## src/rtl/wwdt_pkg.sv

```systemverilog
package wwdt_pkg;
  // Default sizing of the watchdog chain
  localparam int unsigned PRE_SHORT_W = 5;   // short prescaler: 2^5 ticks
  localparam int unsigned PRE_LONG_W  = 7;   // long prescaler: 2^7 ticks
  localparam int unsigned POST_SEL_W  = 4;   // ratio exponent field width
  localparam int unsigned POST_CNT_W  = (1 << POST_SEL_W) - 1;
  localparam int unsigned ELAP_W      = PRE_LONG_W + POST_CNT_W;
endpackage

```

## src/rtl/wwdt_prescaler.sv

```systemverilog
module wwdt_prescaler #(
  parameter int unsigned SHORT_W = wwdt_pkg::PRE_SHORT_W,
  parameter int unsigned LONG_W  = wwdt_pkg::PRE_LONG_W
) (
  input  logic              clk,
  input  logic              rst_n,
  input  logic              restart,
  input  logic              step,
  input  logic              long_sel,
  output logic [LONG_W-1:0] cnt,
  output logic              wrap
);
  localparam logic [LONG_W-1:0] TERM_SHORT = LONG_W'((1 << SHORT_W) - 1);
  localparam logic [LONG_W-1:0] TERM_LONG  = {LONG_W{1'b1}};

  logic [LONG_W-1:0] term;

  assign term = long_sel ? TERM_LONG : TERM_SHORT;
  assign wrap = step && (cnt == term);

  always_ff @(posedge clk) begin
    if (!rst_n)       cnt <= '0;
    else if (restart) cnt <= '0;
    else if (step)    cnt <= wrap ? '0 : cnt + 1'b1;
  end
endmodule

```

## src/rtl/wwdt_postscaler.sv

```systemverilog
module wwdt_postscaler #(
  parameter int unsigned SEL_W = wwdt_pkg::POST_SEL_W,
  localparam int unsigned CW   = (1 << SEL_W) - 1
) (
  input  logic             clk,
  input  logic             rst_n,
  input  logic             restart,
  input  logic             adv,
  input  logic [SEL_W-1:0] sel,
  output logic [CW-1:0]    cnt,
  output logic             done
);
  logic [CW-1:0] term;

  // Terminal count 2^sel - 1: every bit below the select is set
  for (genvar i = 0; i < CW; i++) begin : g_term
    assign term[i] = (int'(sel) > i);
  end

  assign done = adv && (cnt == term);

  always_ff @(posedge clk) begin
    if (!rst_n)       cnt <= '0;
    else if (restart) cnt <= '0;
    else if (adv)     cnt <= done ? '0 : cnt + 1'b1;
  end
endmodule

```

## src/rtl/wwdt_window.sv

```systemverilog
module wwdt_window #(
  parameter int unsigned SHORT_W = wwdt_pkg::PRE_SHORT_W,
  parameter int unsigned LONG_W  = wwdt_pkg::PRE_LONG_W,
  parameter int unsigned SEL_W   = wwdt_pkg::POST_SEL_W,
  localparam int unsigned CW     = (1 << SEL_W) - 1,
  localparam int unsigned EW     = LONG_W + CW
) (
  input  logic              long_sel,
  input  logic [SEL_W-1:0]  sel,
  input  logic [LONG_W-1:0] pre_cnt,
  input  logic [CW-1:0]     post_cnt,
  output logic              open
);
  logic [EW-1:0] elapsed;
  logic [EW-1:0] thr;
  int            kk;

  // Total elapsed ticks = post_cnt * prescaler length + pre_cnt.
  // The period is 2^kk, so three quarters of it is 3 << (kk-2).
  always_comb begin
    if (long_sel) begin
      elapsed = {post_cnt, pre_cnt};
      kk      = int'(LONG_W) + int'(sel);
    end else begin
      elapsed = EW'({post_cnt, pre_cnt[SHORT_W-1:0]});
      kk      = int'(SHORT_W) + int'(sel);
    end
    thr  = EW'(3) << (kk - 2);
    open = (elapsed >= thr);
  end
endmodule

```

## src/rtl/wwdt_ctrl.sv

```systemverilog
module wwdt_ctrl (
  input  logic clk,
  input  logic rst_n,
  input  logic hard_en,
  input  logic win_n,
  input  logic sw_we,
  input  logic sw_d,
  input  logic clr,
  input  logic sleeping,
  input  logic clk_chg,
  input  logic tick,
  input  logic win_open,
  input  logic timeout,
  output logic restart,
  output logic step,
  output logic sw_q,
  output logic rst_req,
  output logic wake,
  output logic flag
);
  logic run;
  logic slp_q;
  logic slp_rise;
  logic clr_hit;
  logic early;

  assign run      = hard_en | sw_q;
  assign slp_rise = sleeping & ~slp_q;
  assign clr_hit  = run & clr;
  assign early    = clr_hit & ~win_n & ~win_open;
  assign restart  = ~run | clr_hit | slp_rise | clk_chg;
  assign step     = tick & ~restart;

  always_ff @(posedge clk) begin
    if (!rst_n) begin
      sw_q    <= 1'b0;
      slp_q   <= 1'b0;
      rst_req <= 1'b0;
      wake    <= 1'b0;
      flag    <= 1'b0;
    end else begin
      if (sw_we) sw_q <= sw_d;
      slp_q   <= sleeping;
      rst_req <= early | (timeout & ~sleeping);
      wake    <= timeout & sleeping;
      flag    <= flag | early | timeout;
    end
  end
endmodule

```

## src/rtl/winwdt.sv

```systemverilog
module winwdt #(
  parameter int unsigned SHORT_W = wwdt_pkg::PRE_SHORT_W,
  parameter int unsigned LONG_W  = wwdt_pkg::PRE_LONG_W,
  parameter int unsigned SEL_W   = wwdt_pkg::POST_SEL_W
) (
  input  logic             clk,
  input  logic             rst_n,
  input  logic             tick,
  input  logic             cfg_hard_en,
  input  logic             cfg_win_n,
  input  logic             cfg_long_pre,
  input  logic [SEL_W-1:0] cfg_post_sel,
  input  logic             sw_en_we,
  input  logic             sw_en_d,
  input  logic             clr,
  input  logic             sleeping,
  input  logic             clk_chg,
  output logic             rst_req,
  output logic             wake,
  output logic             to_flag
);
  localparam int unsigned CW = (1 << SEL_W) - 1;

  logic              restart;
  logic              step;
  logic              sw_q;
  logic              pre_wrap;
  logic              timeout;
  logic              win_open;
  logic [LONG_W-1:0] pre_cnt;
  logic [CW-1:0]     post_cnt;

  wwdt_ctrl u_ctrl (
    .clk      (clk),
    .rst_n    (rst_n),
    .hard_en  (cfg_hard_en),
    .win_n    (cfg_win_n),
    .sw_we    (sw_en_we),
    .sw_d     (sw_en_d),
    .clr      (clr),
    .sleeping (sleeping),
    .clk_chg  (clk_chg),
    .tick     (tick),
    .win_open (win_open),
    .timeout  (timeout),
    .restart  (restart),
    .step     (step),
    .sw_q     (sw_q),
    .rst_req  (rst_req),
    .wake     (wake),
    .flag     (to_flag)
  );

  wwdt_prescaler #(.SHORT_W(SHORT_W), .LONG_W(LONG_W)) u_pre (
    .clk      (clk),
    .rst_n    (rst_n),
    .restart  (restart),
    .step     (step),
    .long_sel (cfg_long_pre),
    .cnt      (pre_cnt),
    .wrap     (pre_wrap)
  );

  wwdt_postscaler #(.SEL_W(SEL_W)) u_post (
    .clk     (clk),
    .rst_n   (rst_n),
    .restart (restart),
    .adv     (pre_wrap),
    .sel     (cfg_post_sel),
    .cnt     (post_cnt),
    .done    (timeout)
  );

  wwdt_window #(.SHORT_W(SHORT_W), .LONG_W(LONG_W), .SEL_W(SEL_W)) u_win (
    .long_sel (cfg_long_pre),
    .sel      (cfg_post_sel),
    .pre_cnt  (pre_cnt),
    .post_cnt (post_cnt),
    .open     (win_open)
  );
endmodule

```

## config.mk

```make
export PLATFORM = sky130hd
export DESIGN_NAME = winwdt
export DESIGN_NICKNAME = d
export VERILOG_FILES = /design/src/rtl/wwdt_pkg.sv /design/src/rtl/wwdt_prescaler.sv /design/src/rtl/wwdt_postscaler.sv /design/src/rtl/wwdt_window.sv /design/src/rtl/wwdt_ctrl.sv /design/src/rtl/winwdt.sv
export SDC_FILE = /design/constraint.sdc
export NUM_CORES = 1
export LEC_CHECK = 0
export BUFFER_PORTS_ARGS = -buffer_cell sky130_fd_sc_hd__buf_2
export CORE_AREA = 3 3 108 69
export CTS_BUF_LIST = sky130_fd_sc_hd__clkbuf_16
export DETAILED_ROUTE_END_ITERATION = 10
export DIE_AREA = 0 0 111 72
export PLACE_DENSITY_LB_ADDON = 0.25
export SKIP_CTS_REPAIR_TIMING = 1
export SYNTH_ARGS = -nofsm -noshare
export SYNTH_HDL_FRONTEND = slang
export SYNTH_SLANG_ARGS = --single-unit
export TNS_END_PERCENT = 1
```

## constraint.sdc

```tcl
create_clock -name clk -period 3.37 [get_ports clk]
set_input_delay 0.5055 -clock clk [delete_from_list [all_inputs] [get_ports clk]]
set_output_delay 0.5055 -clock clk [all_outputs]
set_load 0.01 [all_outputs]
```

Word-level counts from Yosys, hierarchy flattened:

Cells that the tools add are included.

* reduce and logical (&&, ||, !) cells: 3
* eq/ne operators: 2
* shift operators: 1
* multiplexer cells: 5
* bitwise operators: 21
* add/subtract/negate cells: 5
* magnitude comparators: 16

Operators with widths (number)
* 2-to-1 mux 32 bit: 1
* left shift 2 x 32 -> 22 bit (first input constant): 1
* subtractor 32 x 3 -> 32 bit (second input constant): 1
* > comparator 4 bit (second input constant): 7
* greater-or-equal comparator 22 bit: 1
* 2-to-1 mux 22 bit: 1
* > comparator 4 x 3 -> 1 bit (second input constant): 4
* adder 15 x 1 -> 15 bit (second input constant): 1
* == test 15 bit: 1
* 2-to-1 mux 15 bit: 1
* 2-to-1 mux 7 bit: 2
* adder 3 x 4 -> 5 bit (first input constant): 2
* > comparator 4 x 1 -> 1 bit (second input constant): 2
* > comparator 4 x 2 -> 1 bit (second input constant): 2
* adder 7 x 1 -> 7 bit (second input constant): 1
* bitwise AND 1 bit: 7
* == test 7 bit: 1
* inverter 1 bit: 7
* bitwise OR 1 bit: 7
* logical AND 1 bit: 2
* OR reduction 2 bit: 1

* register bits after elaboration: 27

Longest topological paths before layout:

* depth after elaboration: 11
* gate-level depth with buffers: 18
* mapped depth without buffers: 17

Cells and area by module:

Synthesis repeated with hierarchy kept, for this count alone.

* cell total of the unflattened synthesis: 347
* area, all modules: 2785.2 um2

Modules (own cells, without submodules)
* wwdt_window: cells an instance 154, instances 1, seq. area each 0.0 um2, area each 1164.9 um2
* wwdt_postscaler: cells an instance 138, instances 1, seq. area each 300.3 um2, area each 1074.8 um2
* wwdt_prescaler: cells an instance 36, instances 1, seq. area each 140.1 um2, area each 351.6 um2
* wwdt_ctrl: cells an instance 19, instances 1, seq. area each 100.1 um2, area each 193.9 um2

Least setup slack after synthesis:

OpenSTA, ideal clock, no wires.

* kind: in2reg
* start: input cfg_long_pre
* end: register u_ctrl.flag
* library setup time: 0.063 ns
* stages on the path: 17
* required time: 3.307 ns
* arrival: 3.512 ns
* setup slack: -0.205 ns
* buffers on the path: 0
* path through: ha_1 -> a211o_1 -> xor2_1 -> nor2_1 -> ha_1 -> a41oi_1 -> o31ai_1 -> nor3_1 -> nand2_1 -> mux2_2 -> ha_1 -> nand4_1 -> a31oi_1 -> a2111oi_0 -> o21ai_0 -> a21o_1 -> nand3_1

* cells in the longest elaborated chain, start to end: 8
* elaborated cells on any way between the ends: 13
* those cells by class: 1 x add/sub; 1 x order compare; 1 x eq/ne; 1 x shift; 3 x mux; 4 x bitwise; 2 x reduce/logical

Ends and longest elaborated chain
* from (decl): RTL line winwdt.sv:11 `input logic cfg_long_pre,`
* 2-to-1 mux 32 bit: RTL line wwdt_window.sv:21 `if (long_sel) begin`
* subtractor 32 x 3 -> 32 bit: RTL line wwdt_window.sv:28 `thr = EW'(3) << (kk - 2);`
* left shift 2 x 32 -> 22 bit: RTL line wwdt_window.sv:28
* greater-or-equal comparator 22 bit: RTL line wwdt_window.sv:29 `open = (elapsed >= thr);`
* inverter 1 bit: RTL line wwdt_ctrl.sv:30 `assign early = clr_hit & ~win_n & ~win_open;`
* bitwise AND 1 bit: RTL line wwdt_ctrl.sv:30
* bitwise OR 1 bit: RTL line wwdt_ctrl.sv:46 `flag <= flag | early | timeout;`
* bitwise OR 1 bit *: RTL line wwdt_ctrl.sv:46
* to (signal assigned): RTL line wwdt_ctrl.sv:46
* to (decl): RTL line wwdt_ctrl.sv:19 `output logic flag`

Every way passes the cells marked *; elsewhere a longest branch is shown, timed or not.
A chain may end at the register's enable or synchronous reset.

Worst setup path after layout:

Same ends and word-level chain as after synthesis.

==> qor.json <==
{
  "status": {
    "run_status": "complete, no violations"
  },
  "sta": {
    "report.final.setup_viol": 0,
    "report.final.hold_viol_count": 0,
    "fin_skew_ns": 0.00635,
    "final-max-slew-violation-count": 0,
    "finalWorstPathRequiredPeriod_ns": 3.28,
    "timing.fmax_ghz": 0.305,
    "tightest_slew_ns": 0.888,
    "slew-limit-headroom": 0.402,
    "rsz0062_at_grt": "true",
    "post-route-period-util": 0.972
  },
  "clock_tree": {
    "path_clk_slew_ns": 0.08,
    "cts.path.max_buffers": 2,
    "clock_insertion_delay_worst_skew_ns": 0.27,
    "cts_num_sinks": 27,
    "clock_tree_root_driver_cell": "clkbuf_16",
    "clock_tree_from_tritoncts": "built",
    "htreeDepth": 1,
    "tritoncts_buffers": 3
  },
  "yosys": {
    "synth_top_area_share": 0.208,
    "postSynthRegisterBits": 27,
    "netlist_area_um2": 2590,
    "synth_common_cells": "42 x nor2_1, 39 x nand2_1, 27 x dfxtp_1, 27 x ha_1",
    "synthMostInstantiatedCell": "nor2_1",
    "postSynthCellCount": 345,
    "syn_nets": 388,
    "post_synth.cell_area_avg_um2": 7.52,
    "synth_async_sr_flop_share": 0,
    "synth.yosys.seq_area_share": 0.208,
    "ys_warn_count": 0,
    "synth_top_area_cell": "dfxtp_1",
    "top_cells_by_area_in_the_synthesized_netlist": "dfxtp_1 21%, ha_1 13%, nor2_1 6.1%",
    "synth.lib_cells_used.distinct": 58,
    "dominantRegCellSynth": "dfxtp_1",
    "synth-edff-count": 0
  },
  "finish": {
    "drive_above_1_share": 0.257,
    "utilization": 0.499,
    "diodes": 0,
    "layout.nets": 426,
    "synthToLayoutAreaGrowth_pct": 25.7,
    "layout.cell_area.non_filler_um2": 3260
  },
  "worst_setup_path": {
    "critical-path-max-stage-delay_ns": 0.41,
    "critical_path.startpoint_type": "input pin",
    "timing_worst_setup_path_type": "in2reg",
    "critPathCaptureType": "register",
    "cp.required_ns": 3.58,
    "master_of_the_slowest_instance_on_the_critical_path": "fa_2",
    "cp_max_fo": 6,
    "cp.arrival_ns": 3.49,
    "critical_path.cell_chain": "buf_6 -> fa_2 -> xor2_2 -> ha_4 -> a22oi_2 -> o31ai_4 -> buf_4 -> nand2b_1 -> inv_1 -> buf_4 -> nand2_1 -> ha_4 -> a21o_1 -> a221oi_2 -> o21ai_1 -> a21o_1 -> nand3_1"
  },
  "drt": {
    "viasPerCell": 5.50,
    "drt_first_iter_violations": 163,
    "wl_um": 7150,
    "routed_wire_length_per_instance_um": 15.2,
    "antenna_left": 0,
    "dr_total_vias": 2580,
    "detail_route.first_pass.iterations": 5,
    "detail_route.drc_violations": 0
  },
  "floorplanning": {
    "die-width_um": 111,
    "placement_rows": 23,
    "initial_util": 0.397,
    "ioPinCount": 18,
    "chipHeight_um": 72,
    "core_area_um2": 6530,
    "fp.dieArea_um2": 7990
  },
  "placed_design": {
    "buffer_ports.inserted": 17,
    "hpwl_um": 5540,
    "dpl_cell_area_um2": 3060,
    "gp_congestion": 0.850
  },
  "pwr": {
    "fin_total_pwr_w": 0.00101,
    "power.switching_fraction": 0.328,
    "p_leak_nw": 1.27,
    "pwr-share-seq": 0.322,
    "power.share.combinational": 0.387,
    "intPower_w": 0.000679,
    "power.density_nw_per_um2": 310,
    "max-vdd-ir-drop_mv": 0.220,
    "p_clk_frac": 0.291,
    "power_switching_w": 0.000331
  },
  "run": {
    "cap_violations": 0
  },
  "global_route": {
    "antenna_found_initial": 0,
    "grt_pass1_vias": 2485,
    "maximum_number_of_pins_on_one_net_before_global_route_repair": 24,
    "grt_first_pass_wirelength_um": 12100,
    "groute.usage.overall": 0.181,
    "overflow": 0
  },
  "min_path": {
    "hold_path_class": "in2reg"
  }
}
through the flow:
step | hold slack (ns) | std cells | setup slack (ns) | TNS, ns
final | 0.452 | 469 | 0.0936 | 0
after floorplan | 0.470 | 345 | -0.0678 | -0.130
after global placement | 0.491 | 464 | -0.348 | -0.691
after global routing | 0.469 | 469 | -0.0921 | -0.141
after CTS | 0.448 | 468 | -0.137 | -0.259
after detailed placement | 0.482 | 464 | -0.404 | -0.797
registers in the layout, summed over array words and instances (netlist names):
| register | flops |
|---|---|
| u_ctrl.flag | 1 |
| u_ctrl.slp_q | 1 |
| u_pre.cnt | 7 |
| u_ctrl.sw_q | 1 |
| u_ctrl.rst_req | 1 |
| u_post.cnt | 15 |
| u_ctrl.wake | 1 |
cell usage in the layout, fill, tap and decap left out, types with 13 or more instances in the layout:
master	Yosys	final
buf_4	0	35
nand2_1	39	39
nand4_1	17	17
nor2_1	42	41
dfxtp_1	27	27
o21ai_0	17	14
xor2_1	15	13
buf_2	5	15
nand3_1	15	15
ha_1	27	21
cell type report:
type | count | area [µm²]
clock buffers | 3 | 75.1
flip-flops and latches | 27 | 541
multi-input cells | 288 | 2120
inverters | 11 | 41.3
fillers | 650 | 3270
clock inverters | 1 | 8.76
repair buffers | 52 | 364
well taps | 87 | 109
power groups by stage:
stage	sequential, W	combinational, W	clock, W
after floorplan	0.000333	0.000204	0
after global placement	0.000333	0.000347	0
after detailed placement	0.000332	0.000350	0
after CTS	0.000325	0.000353	0.000300
after global routing	0.000326	0.000434	0.000308
final	0.000325	0.000391	0.000294
metal layers:
layer / vias to the layer above / share of wire / global-route usage
li1: 1311 / - / -
met1: 1207 / 0.54 / 0.281
met2: 60 / 0.39 / 0.267
met3: 2 / 0.062 / 0.0333
met4: 0 / 0.0028 / 0.0164
met5: - / 0 / 0
kinds of logic (layout without fill, tap and decap cells):
| logic type | count (synthesis) | count (layout) | share of synthesized area |
|---|---|---|---|
| flops | 27 | 27 | 0.208 |
| xor+xnor | 23 | 23 | 0.0777 |
| mux | 15 | 15 | 0.0637 |
| buf+inv | 30 | 67 | 0.0458 |
| fa+ha+maj | 28 | 28 | 0.138 |
| simple gates | 165 | 165 | 0.325 |
| compound gates | 57 | 57 | 0.142 |
critical path: cells and delay by family:
| family | cells | cell delay, ns |
|---|---|---|
| compound gates | 6 | 1.10 |
| xor+xnor | 1 | 0.30 |
| simple gates | 3 | 0.27 |
| buf+inv | 4 | 0.47 |
| fa+ha+maj | 3 | 0.84 |
path summary, 6_finish.rpt:
check | startpoint | slack, ns | cells past startpoint | to
worst min register to register | u_ctrl.flag | 0.49 | 2 | u_ctrl.flag
worst min-delay path | sleeping | 0.45 | 2 | u_ctrl.rst_req
worst max register to register | u_post.cnt[6] | 1.03 | 6 | u_ctrl.rst_req
worst max-delay path | cfg_long_pre | 0.09 | 17 | u_ctrl.flag
(Power assumes the default switching activity.)
